[config.mk]
export PLATFORM = sky130hd
export DESIGN_NAME = bwm_access
export DESIGN_NICKNAME = d
export VERILOG_FILES = /design/src/rtl/bwm_pkg.sv /design/src/rtl/bwm_decode.sv /design/src/rtl/bwm_store.sv /design/src/rtl/bwm_format.sv /design/src/rtl/bwm_access.sv
export SDC_FILE = /design/constraint.sdc
export NUM_CORES = 2
export LEC_CHECK = 0
export BUFFER_PORTS_ARGS = -buffer_cell sky130_fd_sc_hd__buf_2
export CORE_MARGIN = 5
export CORE_UTILIZATION = 63
export DETAILED_ROUTE_END_ITERATION = 16
export PLACE_DENSITY_LB_ADDON = 0.15
export SLEW_MARGIN = 25
export SYNTH_ARGS = -nofsm -noshare
export SYNTH_HDL_FRONTEND = slang
export SYNTH_SLANG_ARGS = --single-unit
[constraint.sdc]
create_clock -name clk -period 3.9 [get_ports clk]
set_input_delay 0.78 -clock clk [delete_from_list [all_inputs] [get_ports clk]]
set_output_delay 0.78 -clock clk [all_outputs]
set_load 0.005 [all_outputs]
[src/rtl/bwm_pkg.sv]
package bwm_pkg;
    localparam int WORD_W  = 16;
    localparam int BYTE_W  = 8;
    localparam int LANES   = WORD_W / BYTE_W;

    typedef enum logic [1:0] {
        ST_IDLE      = 2'd0,
        ST_READ_DONE = 2'd1,
        ST_FAULT     = 2'd2
    } bwm_state_e;

    typedef logic [LANES-1:0] lane_mask_t;
endpackage

[src/rtl/bwm_decode.sv]
module bwm_decode
    import bwm_pkg::*;
#(
    parameter int ADDR_W = 9,
    localparam int IDX_W = ADDR_W - 1
) (
    input  logic              valid,
    input  logic [ADDR_W-1:0] addr,
    input  logic              size_word,
    input  logic              write,
    input  logic [WORD_W-1:0] wdata,
    output logic [IDX_W-1:0]  word_idx,
    output logic              lane_hi,
    output logic              misaligned,
    output lane_mask_t        lane_we,
    output logic              rd_en,
    output logic [WORD_W-1:0] lane_wdata
);
    assign word_idx   = addr[ADDR_W-1:1];
    assign lane_hi    = addr[0];
    assign misaligned = valid && size_word && addr[0];
    assign rd_en      = valid && !write && !misaligned;

    always_comb begin
        lane_we    = '0;
        lane_wdata = wdata;
        if (!size_word) begin
            lane_wdata = {wdata[BYTE_W-1:0], wdata[BYTE_W-1:0]};
        end
        if (valid && write && !misaligned) begin
            if (size_word) begin
                lane_we = '1;
            end else begin
                lane_we = addr[0] ? lane_mask_t'(2'b10) : lane_mask_t'(2'b01);
            end
        end
    end
endmodule

[src/rtl/bwm_store.sv]
module bwm_store
    import bwm_pkg::*;
#(
    parameter int IDX_W = 8,
    localparam int DEPTH = 2 ** IDX_W
) (
    input  logic              clk,
    input  logic [IDX_W-1:0]  word_idx,
    input  lane_mask_t        lane_we,
    input  logic              rd_en,
    input  logic [WORD_W-1:0] wdata,
    output logic [WORD_W-1:0] rdata
);
    for (genvar g = 0; g < LANES; g++) begin : g_lane
        logic [BYTE_W-1:0] bank [DEPTH];
        logic [BYTE_W-1:0] rd_q;

        always_ff @(posedge clk) begin
            if (lane_we[g]) begin
                bank[word_idx] <= wdata[g*BYTE_W +: BYTE_W];
            end
            if (rd_en) begin
                rd_q <= bank[word_idx];
            end
        end

        assign rdata[g*BYTE_W +: BYTE_W] = rd_q;
    end
endmodule

[src/rtl/bwm_format.sv]
module bwm_format
    import bwm_pkg::*;
(
    input  logic              size_word,
    input  logic              lane_hi,
    input  logic [WORD_W-1:0] word,
    output logic [WORD_W-1:0] result
);
    always_comb begin
        if (size_word) begin
            result = word;
        end else if (lane_hi) begin
            result = {{(WORD_W-BYTE_W){1'b0}}, word[WORD_W-1:BYTE_W]};
        end else begin
            result = {{(WORD_W-BYTE_W){1'b0}}, word[BYTE_W-1:0]};
        end
    end
endmodule

[src/rtl/bwm_access.sv]
module bwm_access
    import bwm_pkg::*;
#(
    parameter int ADDR_W = 9
) (
    input  logic              clk,
    input  logic              rst_n,
    input  logic              req_valid,
    input  logic [ADDR_W-1:0] req_addr,
    input  logic              req_size,
    input  logic              req_write,
    input  logic [15:0]       req_wdata,
    output logic              rsp_valid,
    output logic [15:0]       rsp_rdata,
    output logic              rsp_err
);
    localparam int IDX_W = ADDR_W - 1;

    logic [IDX_W-1:0]  word_idx;
    logic              lane_hi;
    logic              misaligned;
    lane_mask_t        lane_we;
    logic              rd_en;
    logic [WORD_W-1:0] lane_wdata;
    logic [WORD_W-1:0] store_rdata;
    logic [WORD_W-1:0] fmt_data;

    bwm_state_e state_q, state_d;
    logic       rd_size_q;
    logic       rd_lane_q;

    bwm_decode #(.ADDR_W(ADDR_W)) u_decode (
        .valid      (req_valid),
        .addr       (req_addr),
        .size_word  (req_size),
        .write      (req_write),
        .wdata      (req_wdata),
        .word_idx   (word_idx),
        .lane_hi    (lane_hi),
        .misaligned (misaligned),
        .lane_we    (lane_we),
        .rd_en      (rd_en),
        .lane_wdata (lane_wdata)
    );

    bwm_store #(.IDX_W(IDX_W)) u_store (
        .clk      (clk),
        .word_idx (word_idx),
        .lane_we  (lane_we),
        .rd_en    (rd_en),
        .wdata    (lane_wdata),
        .rdata    (store_rdata)
    );

    bwm_format u_format (
        .size_word (rd_size_q),
        .lane_hi   (rd_lane_q),
        .word      (store_rdata),
        .result    (fmt_data)
    );

    always_comb begin
        if (!req_valid) begin
            state_d = ST_IDLE;          // T_NONE
        end else if (misaligned) begin
            state_d = ST_FAULT;         // T_MISALIGN
        end else if (!req_write) begin
            state_d = ST_READ_DONE;     // T_READ
        end else begin
            state_d = ST_IDLE;          // T_WRITE
        end
    end

    always_ff @(posedge clk) begin
        if (!rst_n) begin
            state_q   <= ST_IDLE;
            rd_size_q <= 1'b0;
            rd_lane_q <= 1'b0;
        end else begin
            state_q <= state_d;
            if (rd_en) begin
                rd_size_q <= req_size;
                rd_lane_q <= lane_hi;
            end
        end
    end

    always_comb begin
        rsp_valid = 1'b0;
        rsp_err   = 1'b0;
        rsp_rdata = '0;
        unique case (state_q)
            ST_IDLE: ;
            ST_READ_DONE: begin
                rsp_valid = 1'b1;
                rsp_rdata = fmt_data;
            end
            ST_FAULT: rsp_err = 1'b1;
            default: ;
        endcase
    end
endmodule

==> impl_metrics.toml <==
[route]
vias_per_cell = 6.87
dr.pass1.iters = 6
ant_nets = 0
wire_per_inst_um = 33.8
drc = 0
drt_iter0_markers = 11324
routed_wl_mm = 391
vias = 79633

[sta]
holdWs_ns = 0.0939
final-hold-violation-count = 0
tightest_slew_ns = 1.17
rsz0062_at_grt = "no"
fin_crit_sh_pct = 97.2
min_period_ns = 3.79
skew_ns = 0.0483
finalSetupViolations = 0
drv_slew = 0
max-slew-margin-rel_pct = 22.1
fmax_ghz = 0.264

[outcome]
status = "finished clean"

[setup_path]
required_ns = 3.12
max_stage_delay_ns = 0.69
crit_arrival_ns = 3.01
cpMaxStageDelayCell = "nand2b_1"
critPathKind = "flop to output pin"
crit_chain = "buf_4, nand2b_1, mux2i_1, nor2_1, buf_2"
rr_worst_depth = 7
crit_start = "rd_size_q$_SDFFE_PN0P_"
worst_setup_path_start_kind = "flop"
r2r_slack_ns = 0.79
timing.critical_path.to = "rsp_rdata[0]"
cp-end-kind = "output pin"
worst-path-max-fanout = 10
reg2reg_to = "u_store.g_lane[1].rd_q[7]$_DFFE_PP_"
reg2reg_from = "u_store.g_lane[1].bank[75][7]$_DFFE_PP_"

[cells_and_area]
fin_util_pct = 72.5
fin_cells = 11590
drive_gt1_share_pct = 30.7
fillers = 13889
fin_area_sq_um = 180000
synthToLayoutAreaGrowth_pct = 14.7
finalNetCount = 7974

[global_route]
grt_usage_pct = 30.6
grt_max_degree = 209
grt_overflow = 0
grt_pass1_wl_mm = 569
antenna_found_initial = 13
first_global_vias = 80179

[floorplanning]
num_rows = 183
die_w_um = 509
num_io_pins = 48
start_util_pct = 63.2
dieHeight_um = 509
coreArea_sq_um = 248000
die-area_sq_um = 259000

[logic_synthesis]
ys_types = 29
syn-cell-area_sq_um = 157000
synth-edff-count = 4112
ys_seq_area_share_pct = 78.6
synth-seq-cells = 4116
syn-instance-count = 7093
ys.flop_type = "edfxtp_1"
mappedNetlistNets = 7123
syn_area_per_cell_sq_um = 22.2
async_flop_share_pct = 0
ys_warn_count = 0

[power_and_ir_drop]
p_leak_nw = 56.9
p_per_area_nw_per_um2 = 501
irDropWorstVdd_mv = 0.463

[placement]
hpwl_mm = 233
placed_area_sq_um = 168000
io_buffer_count = 47
place.gp.congestion = 0.839
dp.cells = 10859

[clock_network]
cts_sinks = 4116
clk_pin_slew_ns = 0.06
cts_tree = "yes"
hold_buffers = 0
cts_buffer_depth = 4
cts_root_buf = "clkbuf_16"
numCtsBuffers = 408
cts_resized = 0
clk_latency_ns = 0.99
postCtsSetupBuffers = 0
cts_max_level = 5

[flow_run]
drv_cap = 0

[worst_hold_path]
hold_class = "primary input to flop"
==> synthesized netlist by cell type (2+ instances only) <==
cell type / n / area share (%)
nand4_1: 17 / 0.068
mux4_2: 1024 / 15
buf_6: 26 / 0.19
a21oi_1: 257 / 0.82
nor2b_1: 12 / 0.048
buf_1: 30 / 0.072
mux2_2: 8 / 0.057
a22oi_1: 512 / 2.4
and2_1: 3 / 0.012
and3_1: 8 / 0.032
nor3b_1: 2 / 0.0096
buf_4: 11 / 0.053
nand2_1: 39 / 0.093
o41ai_1: 64 / 0.36
nand3_1: 11 / 0.035
mux2i_1: 9 / 0.057
nand2b_1: 5 / 0.020
buf_2: 79 / 0.25
edfxtp_1: 4112 / 79
dfxtp_1: 4 / 0.051
clkbuf_1: 322 / 0.77
nor2_1: 531 / 1.3
==> critical path, delay by kind of cell, from the launching register on <==
family,cells,cell delay (ns)
and+or+nand+nor,2,1.07
buffers and inverters,2,0.45
DFF,1,0.31
muxes,1,0.17
==> cell usage in the layout (no fill, tap or decap), types with 9 or more instances in the layout <==
| cell | instances |
|---|---|
| clkbuf_1 | 77 |
| buf_2 | 39 |
| clkinvlp_4 | 21 |
| nand2_1 | 29 |
| clkinv_1 | 93 |
| buf_12 | 97 |
| buf_4 | 757 |
| nor2_1 | 529 |
| nand2_4 | 10 |
| o41ai_1 | 43 |
| mux4_2 | 1024 |
| clkbuf_16 | 413 |
| bufinv_16 | 24 |
| nand4_1 | 17 |
| buf_8 | 9 |
| clkinv_2 | 77 |
| a22oi_1 | 512 |
| a21oi_1 | 256 |
| mux2i_1 | 9 |
| o41ai_2 | 21 |
| diode_2 | 9 |
| edfxtp_1 | 4112 |
==> power by group <==
part	total, mW	internal [mW]	switching [mW]
registers	48.9	48.9	0.0302
clock network	36.9	20.9	16.0
logic	4.49	1.58	2.91
==> sequential cells by signal (all words and copies together), names as in the netlist <==
name	flops
state_q	2
rd_lane_q	1
rd_size_q	1
u_store.g_lane.rd_q	16
u_store.g_lane.bank	4096
==> metal layers <==
layer,part of all wire (%),track usage [%]
met5,0.017,0
met1,37,44.5
met2,48,47.0
met3,11,6.91
met4,4.0,10.9
==> cell type report <==
cell class / instances / area, sq um / area share [%]
Sequential cell: 4116 / 124000 / 68.6
Multi-Input combinational cell: 2508 / 32000 / 17.7
Clock buffer: 490 / 10600 / 5.90
Timing Repair Buffer: 909 / 8120 / 4.50
Tap cell: 3330 / 4170 / 2.31
Clock inverter: 227 / 1760 / 0.974
Antenna cell: 9 / 22.5 / 0.0125
Inverter: 1 / 3.75 / 0.00208
==> how the worst min path moves through the flow <==
stage / startpoint / to / slack (ns) / depth (start not counted)
6_report: req_wdata[6] / u_store.g_lane[0].bank[236][6]$_DFFE_PP_ / 0.09 / 1
3_5_place_dp: rd_lane_q$_SDFFE_PN0P_ / rd_lane_q$_SDFFE_PN0P_ / 0.51 / 2
4_1_cts: req_wdata[6] / u_store.g_lane[0].bank[236][6]$_DFFE_PP_ / 0.03 / 1
2_1_floorplan: rd_lane_q$_SDFFE_PN0P_ / rd_lane_q$_SDFFE_PN0P_ / 0.48 / 2
3_3_place_gp: rd_lane_q$_SDFFE_PN0P_ / rd_lane_q$_SDFFE_PN0P_ / 0.51 / 2
5_1_grt: req_wdata[6] / u_store.g_lane[0].bank[236][6]$_DFFE_PP_ / 0.06 / 1
==> cells by family after synthesis <==
| family | Yosys count | synth area share (%) |
|---|---|---|
| AO/OA/AOI/OAI | 834 | 3.63 |
| flip-flops | 4116 | 78.6 |
| multiplexers | 1041 | 14.8 |
| buffers and inverters | 469 | 1.33 |
| AND/OR/NAND/NOR | 632 | 1.60 |
| XOR/XNOR | 1 | 0.00558 |
==> per-stage QoR <==
step                      total power [mW]  setup WS [ns]  TNS [ns]
after global routing                  92.9         0.0602         0
after global placement                54.2          -1.11     -8.14
final                                 90.3          0.109         0
after detailed placement              54.3         -0.432     -2.09
after CTS                             90.7          0.101         0
after floorplan                       52.2          0.369         0
No activity file was read; power rests on OpenSTA's default activity.
